===== src/rtl/crc_mx_pkg.sv =====
package crc_mx_pkg;
  parameter int CRC_W  = 16;
  parameter int DATA_W = 32;
  parameter int ROW_W  = CRC_W + DATA_W;
  parameter int ADDR_W = $clog2(CRC_W);

  typedef logic [CRC_W-1:0]  crc_t;
  typedef logic [DATA_W-1:0] word_t;
  typedef logic [ROW_W-1:0]  row_t;
  typedef row_t [CRC_W-1:0]  matrix_t;

  typedef struct packed {
    logic  valid;
    logic  is_crc;
    logic  sop;
    logic  eop;
    word_t data;
  } beat_t;

  // One word through a bit-serial LFSR, bit DATA_W-1 first.
  function automatic crc_t serial_step(crc_t c, word_t d, crc_t poly);
    crc_t r;
    logic fb;
    r = c;
    for (int b = DATA_W - 1; b >= 0; b--) begin
      fb = r[CRC_W-1] ^ d[b];
      r  = {r[CRC_W-2:0], 1'b0} ^ (fb ? poly : '0);
    end
    return r;
  endfunction

  // Coefficient rows of the serial step, found column by column (linearity).
  function automatic matrix_t matrix_of_poly(crc_t poly);
    matrix_t m;
    row_t    unit;
    crc_t    col;
    m = '0;
    for (int j = 0; j < ROW_W; j++) begin
      unit = row_t'(1) << j;
      col  = serial_step(unit[ROW_W-1 -: CRC_W], unit[DATA_W-1:0], poly);
      for (int i = 0; i < CRC_W; i++) m[i][j] = col[i];
    end
    return m;
  endfunction

  // Parity of the state half of one row against a state value.
  function automatic logic state_term(row_t row, crc_t s);
    return ^(row[ROW_W-1 -: CRC_W] & s);
  endfunction

  // Added word: check value in the low half, optional flip of bit 0.
  function automatic word_t crc_word(crc_t c, logic flip);
    return {{(DATA_W-CRC_W){1'b0}}, c ^ {{(CRC_W-1){1'b0}}, flip}};
  endfunction
endpackage


===== src/rtl/crc_mx_bank.sv =====
module crc_mx_bank
  import crc_mx_pkg::*;
#(
  parameter crc_t RESET_POLY = 16'h1021
) (
  input  logic              clk,
  input  logic              rst_n,
  input  logic              we,
  input  logic [ADDR_W-1:0] addr,
  input  row_t              wdata,
  input  logic              busy,
  output matrix_t           mat,
  output logic              wr_take,
  output logic              wr_drop
);
  localparam matrix_t RST_MAT = matrix_of_poly(RESET_POLY);

  assign wr_take = we & ~busy;
  assign wr_drop = we & busy;

  always_ff @(posedge clk or negedge rst_n) begin
    if (!rst_n)       mat <= RST_MAT;
    else if (wr_take) mat[addr] <= wdata;
  end
endmodule


===== src/rtl/crc_mx_front.sv =====
module crc_mx_front
  import crc_mx_pkg::*;
#(
  parameter int NGRP = 4
) (
  input  logic                        clk,
  input  logic                        rst_n,
  input  logic                        in_valid,
  input  logic                        in_sop,
  input  logic                        in_eop,
  input  word_t                       in_data,
  input  logic                        bypass,
  input  logic                        err_inject,
  input  matrix_t                     mat,
  output logic                        a_valid,
  output logic                        a_sop,
  output logic                        a_eop,
  output logic                        a_byp,
  output logic                        a_err,
  output word_t                       a_data,
  output logic [CRC_W-1:0][NGRP-1:0]  a_part,
  output logic                        pkt_open
);
  localparam int GW = DATA_W / NGRP;

  logic                       byp_hold;
  logic                       eff_byp;
  logic [CRC_W-1:0][NGRP-1:0] part_d;

  assign eff_byp = in_sop ? bypass : byp_hold;

  // Data half of every row, reduced to NGRP partial parities.
  for (genvar i = 0; i < CRC_W; i++) begin : g_row
    for (genvar g = 0; g < NGRP; g++) begin : g_grp
      assign part_d[i][g] = ^(mat[i][g*GW +: GW] & in_data[g*GW +: GW]);
    end
  end

  always_ff @(posedge clk or negedge rst_n) begin
    if (!rst_n) begin
      a_valid  <= 1'b0;
      a_sop    <= 1'b0;
      a_eop    <= 1'b0;
      a_byp    <= 1'b0;
      a_err    <= 1'b0;
      a_data   <= '0;
      a_part   <= '0;
      byp_hold <= 1'b0;
      pkt_open <= 1'b0;
    end else begin
      a_valid <= in_valid;
      if (in_valid) begin
        a_sop    <= in_sop;
        a_eop    <= in_eop;
        a_byp    <= eff_byp;
        a_err    <= err_inject & in_eop;
        a_data   <= in_data;
        a_part   <= part_d;
        byp_hold <= eff_byp;
        pkt_open <= ~in_eop & (in_sop | pkt_open);
      end
    end
  end
endmodule


===== src/rtl/crc_mx_fold.sv =====
module crc_mx_fold
  import crc_mx_pkg::*;
#(
  parameter int   NGRP = 4,
  parameter crc_t SEED = 16'hFFFF
) (
  input  logic                       clk,
  input  logic                       rst_n,
  input  logic                       a_valid,
  input  logic                       a_sop,
  input  logic                       a_eop,
  input  logic                       a_byp,
  input  logic                       a_err,
  input  word_t                      a_data,
  input  logic [CRC_W-1:0][NGRP-1:0] a_part,
  input  matrix_t                    mat,
  output beat_t                      b_q,
  output logic                       append_req,
  output logic                       ins_crc
);
  crc_t crc_q;
  crc_t crc_next;
  crc_t base;
  logic pend_q;
  logic err_q;

  assign base = a_sop ? SEED : crc_q;

  for (genvar i = 0; i < CRC_W; i++) begin : g_next
    assign crc_next[i] = state_term(mat[i], base) ^ (^a_part[i]);
  end

  assign append_req = a_valid & a_eop & ~a_byp;
  assign ins_crc    = pend_q;

  always_ff @(posedge clk or negedge rst_n) begin
    if (!rst_n) begin
      crc_q  <= '0;
      pend_q <= 1'b0;
      err_q  <= 1'b0;
      b_q    <= '0;
    end else begin
      if (a_valid && !a_byp) crc_q <= crc_next;
      pend_q <= append_req;
      err_q  <= a_err;
      if (pend_q) begin
        b_q.valid  <= 1'b1;
        b_q.is_crc <= 1'b1;
        b_q.sop    <= 1'b0;
        b_q.eop    <= 1'b1;
        b_q.data   <= crc_word(crc_q, err_q);
      end else begin
        b_q.valid  <= a_valid;
        b_q.is_crc <= 1'b0;
        b_q.sop    <= a_valid & a_sop;
        b_q.eop    <= a_valid & a_eop & a_byp;
        b_q.data   <= a_data;
      end
    end
  end
endmodule


===== src/rtl/crc_mx_delay.sv =====
module crc_mx_delay
  import crc_mx_pkg::*;
#(
  parameter int DEPTH = 1
) (
  input  logic  clk,
  input  logic  rst_n,
  input  beat_t d,
  output beat_t q
);
  if (DEPTH == 0) begin : g_none
    assign q = d;
  end else begin : g_pipe
    beat_t sr [DEPTH];
    always_ff @(posedge clk or negedge rst_n) begin
      if (!rst_n) begin
        for (int k = 0; k < DEPTH; k++) sr[k] <= '0;
      end else begin
        sr[0] <= d;
        for (int k = 1; k < DEPTH; k++) sr[k] <= sr[k-1];
      end
    end
    assign q = sr[DEPTH-1];
  end
endmodule


===== src/rtl/crc_mx_gen.sv =====
module crc_mx_gen
  import crc_mx_pkg::*;
#(
  parameter int   LAT        = 3,
  parameter int   NGRP       = 4,
  parameter crc_t SEED       = 16'hFFFF,
  parameter crc_t RESET_POLY = 16'h1021
) (
  input  logic        clk,
  input  logic        rst_n,
  input  logic        in_valid,
  input  logic        in_sop,
  input  logic        in_eop,
  input  logic [31:0] in_data,
  input  logic        bypass,
  input  logic        err_inject,
  input  logic        mx_we,
  input  logic [3:0]  mx_addr,
  input  logic [47:0] mx_row,
  output logic        out_valid,
  output logic        out_sop,
  output logic        out_eop,
  output logic [31:0] out_data
);
  localparam int DEPTH = LAT - 2;

  matrix_t                    mat;
  logic                       wr_take, wr_drop, busy, pkt_open;
  logic                       a_valid, a_sop, a_eop, a_byp, a_err;
  word_t                      a_data;
  logic [CRC_W-1:0][NGRP-1:0] a_part;
  beat_t                      b_q, o_q;
  logic                       append_req, ins_crc, out_is_crc;

  assign busy = in_valid | pkt_open | a_valid;

  crc_mx_bank #(.RESET_POLY(RESET_POLY)) u_bank (
    .clk(clk), .rst_n(rst_n), .we(mx_we), .addr(mx_addr), .wdata(mx_row),
    .busy(busy), .mat(mat), .wr_take(wr_take), .wr_drop(wr_drop)
  );

  crc_mx_front #(.NGRP(NGRP)) u_front (
    .clk(clk), .rst_n(rst_n), .in_valid(in_valid), .in_sop(in_sop),
    .in_eop(in_eop), .in_data(in_data), .bypass(bypass),
    .err_inject(err_inject), .mat(mat), .a_valid(a_valid), .a_sop(a_sop),
    .a_eop(a_eop), .a_byp(a_byp), .a_err(a_err), .a_data(a_data),
    .a_part(a_part), .pkt_open(pkt_open)
  );

  crc_mx_fold #(.NGRP(NGRP), .SEED(SEED)) u_fold (
    .clk(clk), .rst_n(rst_n), .a_valid(a_valid), .a_sop(a_sop),
    .a_eop(a_eop), .a_byp(a_byp), .a_err(a_err), .a_data(a_data),
    .a_part(a_part), .mat(mat), .b_q(b_q), .append_req(append_req),
    .ins_crc(ins_crc)
  );

  crc_mx_delay #(.DEPTH(DEPTH)) u_delay (
    .clk(clk), .rst_n(rst_n), .d(b_q), .q(o_q)
  );

  assign out_valid  = o_q.valid;
  assign out_sop    = o_q.sop;
  assign out_eop    = o_q.eop;
  assign out_data   = o_q.data;
  assign out_is_crc = o_q.is_crc;
endmodule


===== config.mk =====
export PLATFORM = sky130hd
export DESIGN_NAME = crc_mx_gen
export DESIGN_NICKNAME = d
export VERILOG_FILES = /design/src/rtl/crc_mx_pkg.sv /design/src/rtl/crc_mx_bank.sv /design/src/rtl/crc_mx_front.sv /design/src/rtl/crc_mx_fold.sv /design/src/rtl/crc_mx_delay.sv /design/src/rtl/crc_mx_gen.sv
export SDC_FILE = /design/constraint.sdc
export NUM_CORES = 2
export LEC_CHECK = 0
export BUFFER_PORTS_ARGS = -buffer_cell sky130_fd_sc_hd__buf_4
export CAP_MARGIN = 20
export CELL_PAD_IN_SITES_DETAIL_PLACEMENT = 0
export CELL_PAD_IN_SITES_GLOBAL_PLACEMENT = 1
export CORE_MARGIN = 3
export CORE_UTILIZATION = 55
export DETAILED_ROUTE_END_ITERATION = 10
export GPL_ROUTABILITY_DRIVEN = 0
export PLACE_DENSITY_LB_ADDON = 0.15
export REMOVE_ABC_BUFFERS = 1
export SYNTH_ARGS = -nofsm -noshare
export SYNTH_HDL_FRONTEND = slang
export SYNTH_SLANG_ARGS = --single-unit

===== constraint.sdc =====
create_clock -name clk -period 3.8 [get_ports clk]
set_input_delay 0.38 -clock clk [delete_from_list [all_inputs] [get_ports clk]]
set_output_delay 0.38 -clock clk [all_outputs]
set_load 0.01 [all_outputs]

==> reports/metrics.cfg <==
[synth]
avgSynthCellArea_um2=11.6
synthesis.instances=4079
ys_warn_count=0
yosys-top-cells-area=dfrtp_1, mux2_2, dfstp_2
yosys.area.top_type=dfrtp_1
ys_ff_latch=958
netlist_area_um2=47500
ys_seq_area_share_pct=51.4
synth.distinct_cells=43
synth_edf_count=0
synth_ff_type=dfrtp_1
synth_top_area_share_pct=32.2
async_flop_share_pct=100

[min_path]
min_path_type=in2reg
hold_depth=2
hold_start=in_valid
min_to=u_front.a_data[22]$_DFFE_PN0P_

[setup_path]
timing.rr.end=u_fold.crc_q[2]$_DFFE_PN0P_
crit_required_ps=4320
cp-start-kind=register
reg2reg_depth=9
crit_arrival_ps=3370
rrSetupSlack_ps=950
r2r-start=u_front.a_sop$_DFFE_PN0P_
worstSetupEndpointType=register
path_class=reg2reg
crit_path_max_fanout=47

[power_and_ir_drop]
power.density_nw_per_um2=601
pwr-share-comb_pct=25.4
pwr-share-clk_pct=33.7
swShare_pct=30.8
vdd_drop_max_uv=424
p_leak_nw=22.1
seq_power_share_pct=40.9
power_w=0.0318
intPower_w=0.0220
switching_power_w=0.00979

[die]
die_y_um=300
start_util_pct=55.6
fp.dieW_um=300
die_area_um2=89900
boundaryPins=127
placementRows=107
core_um2=85400

[finish]
final_layout_size_suffix_gt1_share_pct=38.2
nets=4200
layout_common_cells=mux2_2, dfrtp_1, nand2_1
area_growth_syn_to_layout_pct=11.7
post-route-util_pct=62.1
layout.cells.most_common=mux2_2
filler_cell_count=7038

[sta]
max_freq_ghz=0.351
rsz0062_at_grt=false
timing.setup.tns_ps=0
worst_pin_slew_ps=1100
finalHoldViolCount=0
slew_headroom_pct=27.0
worst_slack_ps=950
final-max-slew-violation-count=0
fin_crit_sh_pct=75.0
setup_viol_count_final=0
skew_ps=24.0
finalCriticalPeriod_ps=2850

[drt]
viasPerCell=5.63
drc=0
drt_iter0_markers=1892
drtPass1Iterations=5
detail-route-antenna-nets=0
wirelength_um=120000
routedWlPerCell_um=22.5
via_count=30100

[clock_tree]
cts_tree=built
h-tree-depth=3
clock_sinks=958
ctsResizeCount=0
clk_latency_ps=680
cts_buffers=105
clkTransAtPathRegs_ps=60
root_buffer=clkbuf_16
postCtsSetupRepairBufs=0
clockBufferDepth=3
cts.hold.buffers_added=5

[job]
maxCapViolCount=0

[grt]
antenna_found_initial=3
grt_max_degree=105
grtUsageTotal_pct=27.0
grt_pass1_vias=29900
grt_pass1_wl_um=185000
grt_overflow=0

[place]
post-dp-hpwl_um=76000
dpl_worst_slack_ps=957
place.port_buffers=126

[run_status]
outcome=finished clean

## synth_stat cells, drive strengths merged, types with 29 or more instances
cell	n
xnor2	464
o21ai	98
mux2	816
dfstp	348
o211ai	76
a21oi	191
xor2	129
clkbuf	142
nand2	552
a21o	29
nand3	129
dfrtp	610
nor2	228
o221ai	37
buf	147
## layout make-up
type,instances,area [µm²],area share [%]
sequential,958,24400,46.1
multi-input combinational,2829,21600,40.8
clock buffer,172,3220,6.08
timing repair buffer,211,1800,3.39
tap,1144,1430,2.70
clock inverter,26,479,0.904
inverter,3,11.3,0.0212
antenna,1,2.50,0.00472
## critical path, cell delays in order, from the launching register on
cell	delay [ps]
dfrtp_4	860
buf_4	310
buf_4	250
a21o_4	140
nand3_1	80
o211ai_1	130
xnor2_1	240
xnor3_1	480
xnor2_1	140
o21ai_1	70
## stage by stage
step,instances,area (µm²),hold slack [ps]
after detailed placement,5140,49200,335
after global routing,5343,53000,61.4
after CTS,5343,53000,45.5
after global placement,5139,49200,333
final,5344,53000,68.8
after floorplan,3790,46000,84.4
## power groups by stage
stage	Clock [W]	Combinational [W]	Sequential (W)
final	0.0107	0.00807	0.0130
after global routing	0.0114	0.00873	0.0132
after CTS	0.0110	0.00810	0.0130
after detailed placement	0	0.00805	0.0132
after global placement	0	0.00793	0.0131
after floorplan	0	0.00512	0.0130
## kinds of logic after synthesis
family	Yosys count	synth area share [%]
simple gates	968	8.30
mux	816	19.4
compound gates	436	5.91
buf+inv	292	3.15
xor+xnor	609	11.8
flops	958	51.4
## state kept, by name, summed over array words and instances, names as in the netlist
signal / flops
u_front.a_part: 64
u_front.pkt_open: 1
u_bank.mat: 768
u_front.a_data: 32
u_fold.err_q: 1
u_front.a_err: 1
u_fold.b_q: 35
u_front.a_sop: 1
u_front.a_eop: 1
u_delay.q: 35
u_front.a_byp: 1
u_front.a_valid: 1
u_fold.crc_q: 16
u_fold.ins_crc: 1
## worst max-delay path by stage
| stage | startpoint | endpoint | slack (ps) | cells after the start |
|---|---|---|---|---|
| final | u_front.a_sop$_DFFE_PN0P_ | u_fold.crc_q[2]$_DFFE_PN0P_ | 950 | 9 |
| after floorplan | u_front.a_sop$_DFFE_PN0P_ | u_fold.crc_q[13]$_DFFE_PN0P_ | -100 | 7 |
| after global placement | u_front.a_sop$_DFFE_PN0P_ | u_fold.crc_q[15]$_DFFE_PN0P_ | 960 | 9 |
| after detailed placement | u_front.a_sop$_DFFE_PN0P_ | u_fold.crc_q[2]$_DFFE_PN0P_ | 960 | 9 |
| after CTS | u_front.a_sop$_DFFE_PN0P_ | u_fold.crc_q[15]$_DFFE_PN0P_ | 920 | 9 |
| after global routing | u_front.a_sop$_DFFE_PN0P_ | u_fold.crc_q[15]$_DFFE_PN0P_ | 840 | 9 |
## routing by layer
metal	up-vias	wire [µm]	global-route usage, %
met2	587	58300	45.2
met3	179	4320	3.03
met1	15400	53700	37.0
met4	2	4030	8.94
li1	13900	-	-
met5	-	13	0
No activity file was read; power rests on OpenSTA's default activity.
